[src/rtl/pin_port_pkg.sv]
package pin_port_pkg;
  typedef enum logic [1:0] {
    SEL_NONE = 2'd0,
    SEL_DATA = 2'd1,
    SEL_DIR  = 2'd2
  } reg_sel_e;
endpackage

[src/rtl/port_addr_decode.sv]
module port_addr_decode
  import pin_port_pkg::*;
#(
  parameter int ADDR_W = 8,
  parameter logic [ADDR_W-1:0] DATA_ADDR = 8'h01,
  parameter logic [ADDR_W-1:0] DIR_ADDR  = 8'h05
) (
  input  logic [ADDR_W-1:0] addr,
  output reg_sel_e          sel
);
  always_comb begin
    if (addr == DATA_ADDR)     sel = SEL_DATA;
    else if (addr == DIR_ADDR) sel = SEL_DIR;
    else                       sel = SEL_NONE;
  end
endmodule

[src/rtl/port_regs.sv]
module port_regs
  import pin_port_pkg::*;
#(
  parameter int WIDTH = 8
) (
  input  logic             clk,
  input  logic             rst_n,
  input  reg_sel_e         sel,
  input  logic             wr,
  input  logic [WIDTH-1:0] wdata,
  output logic [WIDTH-1:0] latch_q,
  output logic [WIDTH-1:0] dir_q
);
  localparam logic [WIDTH-1:0] ZERO = '0;

  always_ff @(posedge clk or negedge rst_n) begin
    if (!rst_n) begin
      latch_q <= ZERO;
    end else if (wr && sel == SEL_DATA) begin
      latch_q <= wdata;
    end
  end

  always_ff @(posedge clk or negedge rst_n) begin
    if (!rst_n) begin
      dir_q <= ZERO;
    end else if (wr && sel == SEL_DIR) begin
      dir_q <= wdata;
    end
  end

  // latch loads on any data write, regardless of direction
  p_latch_load_r2: assert property (@(posedge clk) disable iff (!rst_n)
    (wr && sel == SEL_DATA) |=> (latch_q == $past(wdata)));

  p_dir_load_r4: assert property (@(posedge clk) disable iff (!rst_n)
    (wr && sel == SEL_DIR) |=> (dir_q == $past(wdata)));

  p_dir_hold_r4: assert property (@(posedge clk) disable iff (!rst_n)
    !(wr && sel == SEL_DIR) |=> $stable(dir_q));

  p_unmapped_write_r8: assert property (@(posedge clk) disable iff (!rst_n)
    (wr && sel == SEL_NONE) |=> ($stable(dir_q) && $stable(latch_q)));
endmodule

[src/rtl/pin_sync.sv]
module pin_sync #(
  parameter int WIDTH  = 8,
  parameter int STAGES = 2
) (
  input  logic             clk,
  input  logic             rst_n,
  input  logic [WIDTH-1:0] pin_in,
  output logic [WIDTH-1:0] pin_sync
);
  logic [WIDTH-1:0] stage_q [STAGES];
  logic             primed_q;

  always_ff @(posedge clk or negedge rst_n) begin
    if (!rst_n) primed_q <= 1'b0;
    else        primed_q <= 1'b1;
  end

  always_ff @(posedge clk or negedge rst_n) begin
    if (!rst_n) stage_q[0] <= '0;
    else        stage_q[0] <= pin_in;
  end

  p_first_stage_r7: assert property (@(posedge clk) disable iff (!rst_n)
    primed_q |-> (stage_q[0] == $past(pin_in)));

  for (genvar s = 1; s < STAGES; s++) begin : g_stage
    always_ff @(posedge clk or negedge rst_n) begin
      if (!rst_n) stage_q[s] <= '0;
      else        stage_q[s] <= stage_q[s-1];
    end

    p_chain_stage_r7: assert property (@(posedge clk) disable iff (!rst_n)
      primed_q |-> (stage_q[s] == $past(stage_q[s-1])));
  end

  assign pin_sync = stage_q[STAGES-1];
endmodule

[src/rtl/pin_drive.sv]
module pin_drive #(
  parameter int WIDTH = 8,
  parameter logic [WIDTH-1:0] OD_MASK = 8'h0F
) (
  input  logic [WIDTH-1:0] latch_q,
  input  logic [WIDTH-1:0] dir_q,
  output logic [WIDTH-1:0] pin_out,
  output logic [WIDTH-1:0] pin_oe
);
  for (genvar i = 0; i < WIDTH; i++) begin : g_bit
    if (OD_MASK[i]) begin : g_od
      // open-drain: pull low only, release on latch=1
      assign pin_out[i] = 1'b0;
      assign pin_oe[i]  = dir_q[i] & ~latch_q[i];
    end else begin : g_pp
      assign pin_out[i] = latch_q[i];
      assign pin_oe[i]  = dir_q[i];
    end
  end
endmodule

[src/rtl/bidir_pin_port.sv]
module bidir_pin_port
  import pin_port_pkg::*;
#(
  parameter int WIDTH  = 8,
  parameter int ADDR_W = 8,
  parameter logic [ADDR_W-1:0] DATA_ADDR = 8'h01,
  parameter logic [ADDR_W-1:0] DIR_ADDR  = 8'h05,
  parameter logic [WIDTH-1:0]  OD_MASK   = 8'h0F,
  parameter int SYNC_STAGES = 2
) (
  input  logic              clk,
  input  logic              rst_n,
  input  logic [ADDR_W-1:0] bus_addr,
  input  logic              bus_wr,
  input  logic              bus_rd,
  input  logic [WIDTH-1:0]  bus_wdata,
  output logic [WIDTH-1:0]  bus_rdata,
  input  logic [WIDTH-1:0]  pin_in,
  output logic [WIDTH-1:0]  pin_out,
  output logic [WIDTH-1:0]  pin_oe
);
  localparam logic [WIDTH-1:0] PP_MASK = ~OD_MASK;

  reg_sel_e         sel;
  logic [WIDTH-1:0] latch_q;
  logic [WIDTH-1:0] dir_q;
  logic [WIDTH-1:0] pin_s;
  logic [WIDTH-1:0] data_view;

  port_addr_decode #(
    .ADDR_W(ADDR_W), .DATA_ADDR(DATA_ADDR), .DIR_ADDR(DIR_ADDR)
  ) u_dec (
    .addr(bus_addr), .sel(sel)
  );

  port_regs #(.WIDTH(WIDTH)) u_regs (
    .clk(clk), .rst_n(rst_n), .sel(sel), .wr(bus_wr),
    .wdata(bus_wdata), .latch_q(latch_q), .dir_q(dir_q)
  );

  pin_sync #(.WIDTH(WIDTH), .STAGES(SYNC_STAGES)) u_sync (
    .clk(clk), .rst_n(rst_n), .pin_in(pin_in), .pin_sync(pin_s)
  );

  pin_drive #(.WIDTH(WIDTH), .OD_MASK(OD_MASK)) u_drive (
    .latch_q(latch_q), .dir_q(dir_q), .pin_out(pin_out), .pin_oe(pin_oe)
  );

  // per-bit readback select: outputs show latch, inputs show pins
  always_comb begin
    for (int i = 0; i < WIDTH; i++) begin
      data_view[i] = dir_q[i] ? latch_q[i] : pin_s[i];
    end
  end

  always_comb begin
    bus_rdata = '0;
    if (bus_rd) begin
      unique case (sel)
        SEL_DATA: bus_rdata = data_view;
        SEL_DIR:  bus_rdata = dir_q;
        default:  bus_rdata = '0;
      endcase
    end
  end

  p_reset_quiet_r1: assert property (@(posedge clk) disable iff (!rst_n)
    $rose(rst_n) |-> (pin_oe == '0));

  p_oe_needs_dir_r5: assert property (@(posedge clk) disable iff (!rst_n)
    ((pin_oe & ~dir_q) == '0));

  p_od_release_r5: assert property (@(posedge clk) disable iff (!rst_n)
    ((pin_oe & OD_MASK & latch_q) == '0) && ((pin_out & OD_MASK) == '0));

  p_pp_follow_r6: assert property (@(posedge clk) disable iff (!rst_n)
    ((pin_out & PP_MASK) == (latch_q & PP_MASK)) &&
    ((pin_oe & PP_MASK) == (dir_q & PP_MASK)));

  p_input_view_r3: assert property (@(posedge clk) disable iff (!rst_n)
    (bus_rd && sel == SEL_DATA) |-> ((bus_rdata & ~dir_q) == (pin_s & ~dir_q)));

  p_unmapped_read_r8: assert property (@(posedge clk) disable iff (!rst_n)
    (bus_rd && sel == SEL_NONE) |-> (bus_rdata == '0));

  p_idle_read_r11: assert property (@(posedge clk) disable iff (!rst_n)
    !bus_rd |-> (bus_rdata == '0));
endmodule

[config.mk]
export PLATFORM = sky130hd
export DESIGN_NAME = bidir_pin_port
export DESIGN_NICKNAME = d
export VERILOG_FILES = /design/src/rtl/pin_port_pkg.sv /design/src/rtl/port_addr_decode.sv /design/src/rtl/port_regs.sv /design/src/rtl/pin_sync.sv /design/src/rtl/pin_drive.sv /design/src/rtl/bidir_pin_port.sv
export SDC_FILE = /design/constraint.sdc
export NUM_CORES = 1
export LEC_CHECK = 0
export ABC_AREA = 1
export BUFFER_PORTS_ARGS = -buffer_cell sky130_fd_sc_hd__buf_4
export CAP_MARGIN = 30
export CORE_AREA = 2 2 65 67
export CTS_BUF_LIST = sky130_fd_sc_hd__clkbuf_2 sky130_fd_sc_hd__clkbuf_4 sky130_fd_sc_hd__clkbuf_8
export DETAILED_ROUTE_END_ITERATION = 10
export DIE_AREA = 0 0 67 69
export PLACE_DENSITY = 0.7
export SYNTH_ARGS = -nofsm -noshare
export SYNTH_HDL_FRONTEND = slang
export SYNTH_HIERARCHICAL = 1
export SYNTH_SLANG_ARGS = --single-unit
[constraint.sdc]
create_clock -name clk -period 4 [get_ports clk]
set_input_delay 0.4 -clock clk [delete_from_list [all_inputs] [get_ports clk]]
set_output_delay 0.4 -clock clk [all_outputs]
set_load 0.02 [all_outputs]
==> flow_summary.yaml <==
outcome:
  outcome: "finished, final reports clean"
synth:
  synth-seq-area-share_pct: 46.6
  yosysTopAreaCell: "dfrtp_1"
  synth_common_cells: "nand2_1, dfrtp_1, inv_1"
  synth_top_flop_cell: "dfrtp_1"
  async_flop_share_pct: 100
  syn_inst: 202
  ys_top_cells_by_area: "dfrtp_1, nand2_1, buf_4"
  ys_ff_latch: 32
  syn_area_mm2: 0.00172
  synth.avg_cell_area_um2: 8.50
  yosys.cell_count.top_type: "nand2_1"
  yosys_warnings: 6
  yosysUniqueCellTypes: 16
  synth-edff-count: 0
  yosysTopAreaCellShare_pct: 46.6
clocking:
  cts.repair.resized: 0
  clk_pin_slew_worst_paths_ns: 0.06
  postCtsSetupRepairBufs: 0
  htreeDepth: 2
  hold_buffers: 0
  cts_tree: "yes"
  cts-root-buf: "clkbuf_8"
  worstSkewPairLatency_ns: 0.28
  clock_sinks: 32
  cts_buffers: 5
  clockBufferDepth: 2
power:
  p_total_uw: 682
  vdd_drop_max_uv: 193
  p_per_area_mw_per_mm2: 339
  cellLeakagePower_nw: 1.01
sta:
  setup_tns_ns: 0
  min_period_over_period_pct: 65.4
  drv_slew: 0
  setup_violations: 0
  relSlewSlack_pct: 57.3
  tightest_slew_ns: 0.640
  period_needed_ns: 2.62
  clock-skew-final_ns: 0.000321
  final_hold_viol_count: 0
  fmax_ghz: 0.382
  rsz0062_at_grt: "no"
floorplan:
  die_h_um: 69
  die_x_um: 67
  core_area_mm2: 0.00391
  num_rows: 23
  ios: 52
  initial_core_util_pct: 43.9
  dieArea_mm2: 0.00462
setup_path:
  cp-start-kind: "input port"
  reg2regPathDepth: 2
  timing.rr.end: "u_regs/dir_q[5]"
  critPathKind: "in2out"
  crit_arrival_ns: 2.22
  crit_path_end_kind: "primary output"
  crit_path_end: "bus_rdata[1]"
  crit_required_ns: 3.60
  worst-r2r-setup-slack_ns: 3.34
  worst-path-max-fanout: 16
  r2r-start: "u_regs/dir_q[5]"
  startpoint: "bus_addr[7]"
drt:
  wire_per_inst_um: 11.6
  routed_wl_mm: 3.31
  drt-initial-drc-count: 31
  dr.pass1.iters: 4
  num_vias: 1281
  drc: 0
  ant_nets: 0
  vias_per_cell: 4.49
finish:
  fin_util_pct: 51.5
  fillers: 416
  drive_gt1_share_pct: 29.4
  antenna_cells: 0
  area_growth_pct: 17.3
  layout.nets: 264
global_route:
  grt_overflow: 0
  grt_max_degree: 33
  antenna_found_initial: 0
  globalRouteTotalUtil_pct: 15.3
  grt_pass1_vias: 1125
  grt_pass1_wl_mm: 5.29
place:
  port_buffers: 47
  hpwl_mm: 2.36
  globalplace.congestion: 0.790
flow_run:
  max_cap_viol_count: 0
hold_path:
  hold_path.class: "in2async"
[state kept, by name, indices dropped and copies added, names as in the netlist]
name	flops
u_regs/dir_q	8
u_regs/latch_q	8
u_sync/pin_sync	8
u_sync/stage_q	8
[critical path, cell delays in order]
cell     delay, ns
buf_4         0.11
nor2_1        0.09
nand2_1       0.09
nor2_2        0.52
inv_1         0.10
ha_1          0.43
nand2_1       0.14
nand2_1       0.06
nand2_1       0.06
a21oi_1       0.04
buf_4         0.17
[power by group]
group / switching [mW] / internal (mW)
clock: 0.109 / 0.154
sequential: 0.00983 / 0.340
combinational: 0.0386 / 0.0317
[per-stage QoR]
| stage | area [µm²] | setup slack (ns) | cells | hold WS (ns) |
|---|---|---|---|---|
| floorplan | 1730 | 1.87 | 205 | 0.104 |
| global placement | 1920 | 1.42 | 277 | 0.332 |
| detailed placement | 1920 | 1.39 | 277 | 0.335 |
| CTS | 2010 | 1.38 | 285 | 0.0593 |
| global route | 2010 | 1.23 | 285 | 0.0667 |
| finish | 2010 | 1.38 | 285 | 0.0441 |
[per-layer routing]
metal / vias to the layer above / global-route usage, % / part of all wire [%]
li1: 661 / - / -
met1: 576 / 20.3 / 45
met2: 37 / 23.2 / 47
met3: 7 / 4.57 / 6.4
met4: 0 / 6.12 / 1.6
met5: - / 0 / 0
[worst min path at each step]
stage / startpoint / end / slack (ns) / cells past startpoint
3_5_place_dp: u_sync/stage_q[13] / u_sync/pin_sync[5] / 0.33 / 0
2_1_floorplan: rst_n / u_regs/dir_q[0] / 0.10 / 0
5_1_grt: rst_n / u_regs/dir_q[0] / 0.07 / 1
6_report: rst_n / u_sync/stage_q[9] / 0.04 / 1
4_1_cts: rst_n / u_sync/stage_q[9] / 0.06 / 1
3_3_place_gp: u_sync/stage_q[14] / u_sync/pin_sync[6] / 0.33 / 0
[logic make-up (layout without fill, tap and decap cells)]
logic type,Yosys count,count (layout),share of synthesized area [%]
buffers and inverters,54,84,20.4
AND/OR/NAND/NOR,105,105,29.0
other,1,4,0.218
AO/OA/AOI/OAI,8,8,2.33
adder cells (fa/ha/maj),2,2,1.46
flip-flops,32,32,46.6
[cell usage in the layout, fill, tap and decap left out]
cell type / netlist / final
inv_6: 2 / 2
dfrtp_1: 32 / 32
clkbuf_8: 0 / 6
nand3_4: 2 / 2
nand4_1: 16 / 16
nor2_2: 6 / 6
ha_1: 2 / 2
nand2_2: 2 / 2
nor2_8: 1 / 1
conb_1: 1 / 4
inv_1: 26 / 26
buf_4: 20 / 48
a21oi_1: 8 / 8
clkbuf_4: 0 / 2
nand2_1: 73 / 73
nor2_1: 5 / 5
[cell type report]
type | instances | area [µm²] | share of cell area, %
multi-input cells | 119 | 578 | 28.7
clock buffers | 8 | 97.6 | 4.84
inverters | 28 | 115 | 5.71
well taps | 50 | 62.6 | 3.11
repair buffers | 48 | 360 | 17.9
flip-flops and latches | 32 | 801 | 39.8
(Power assumes the default switching activity.)
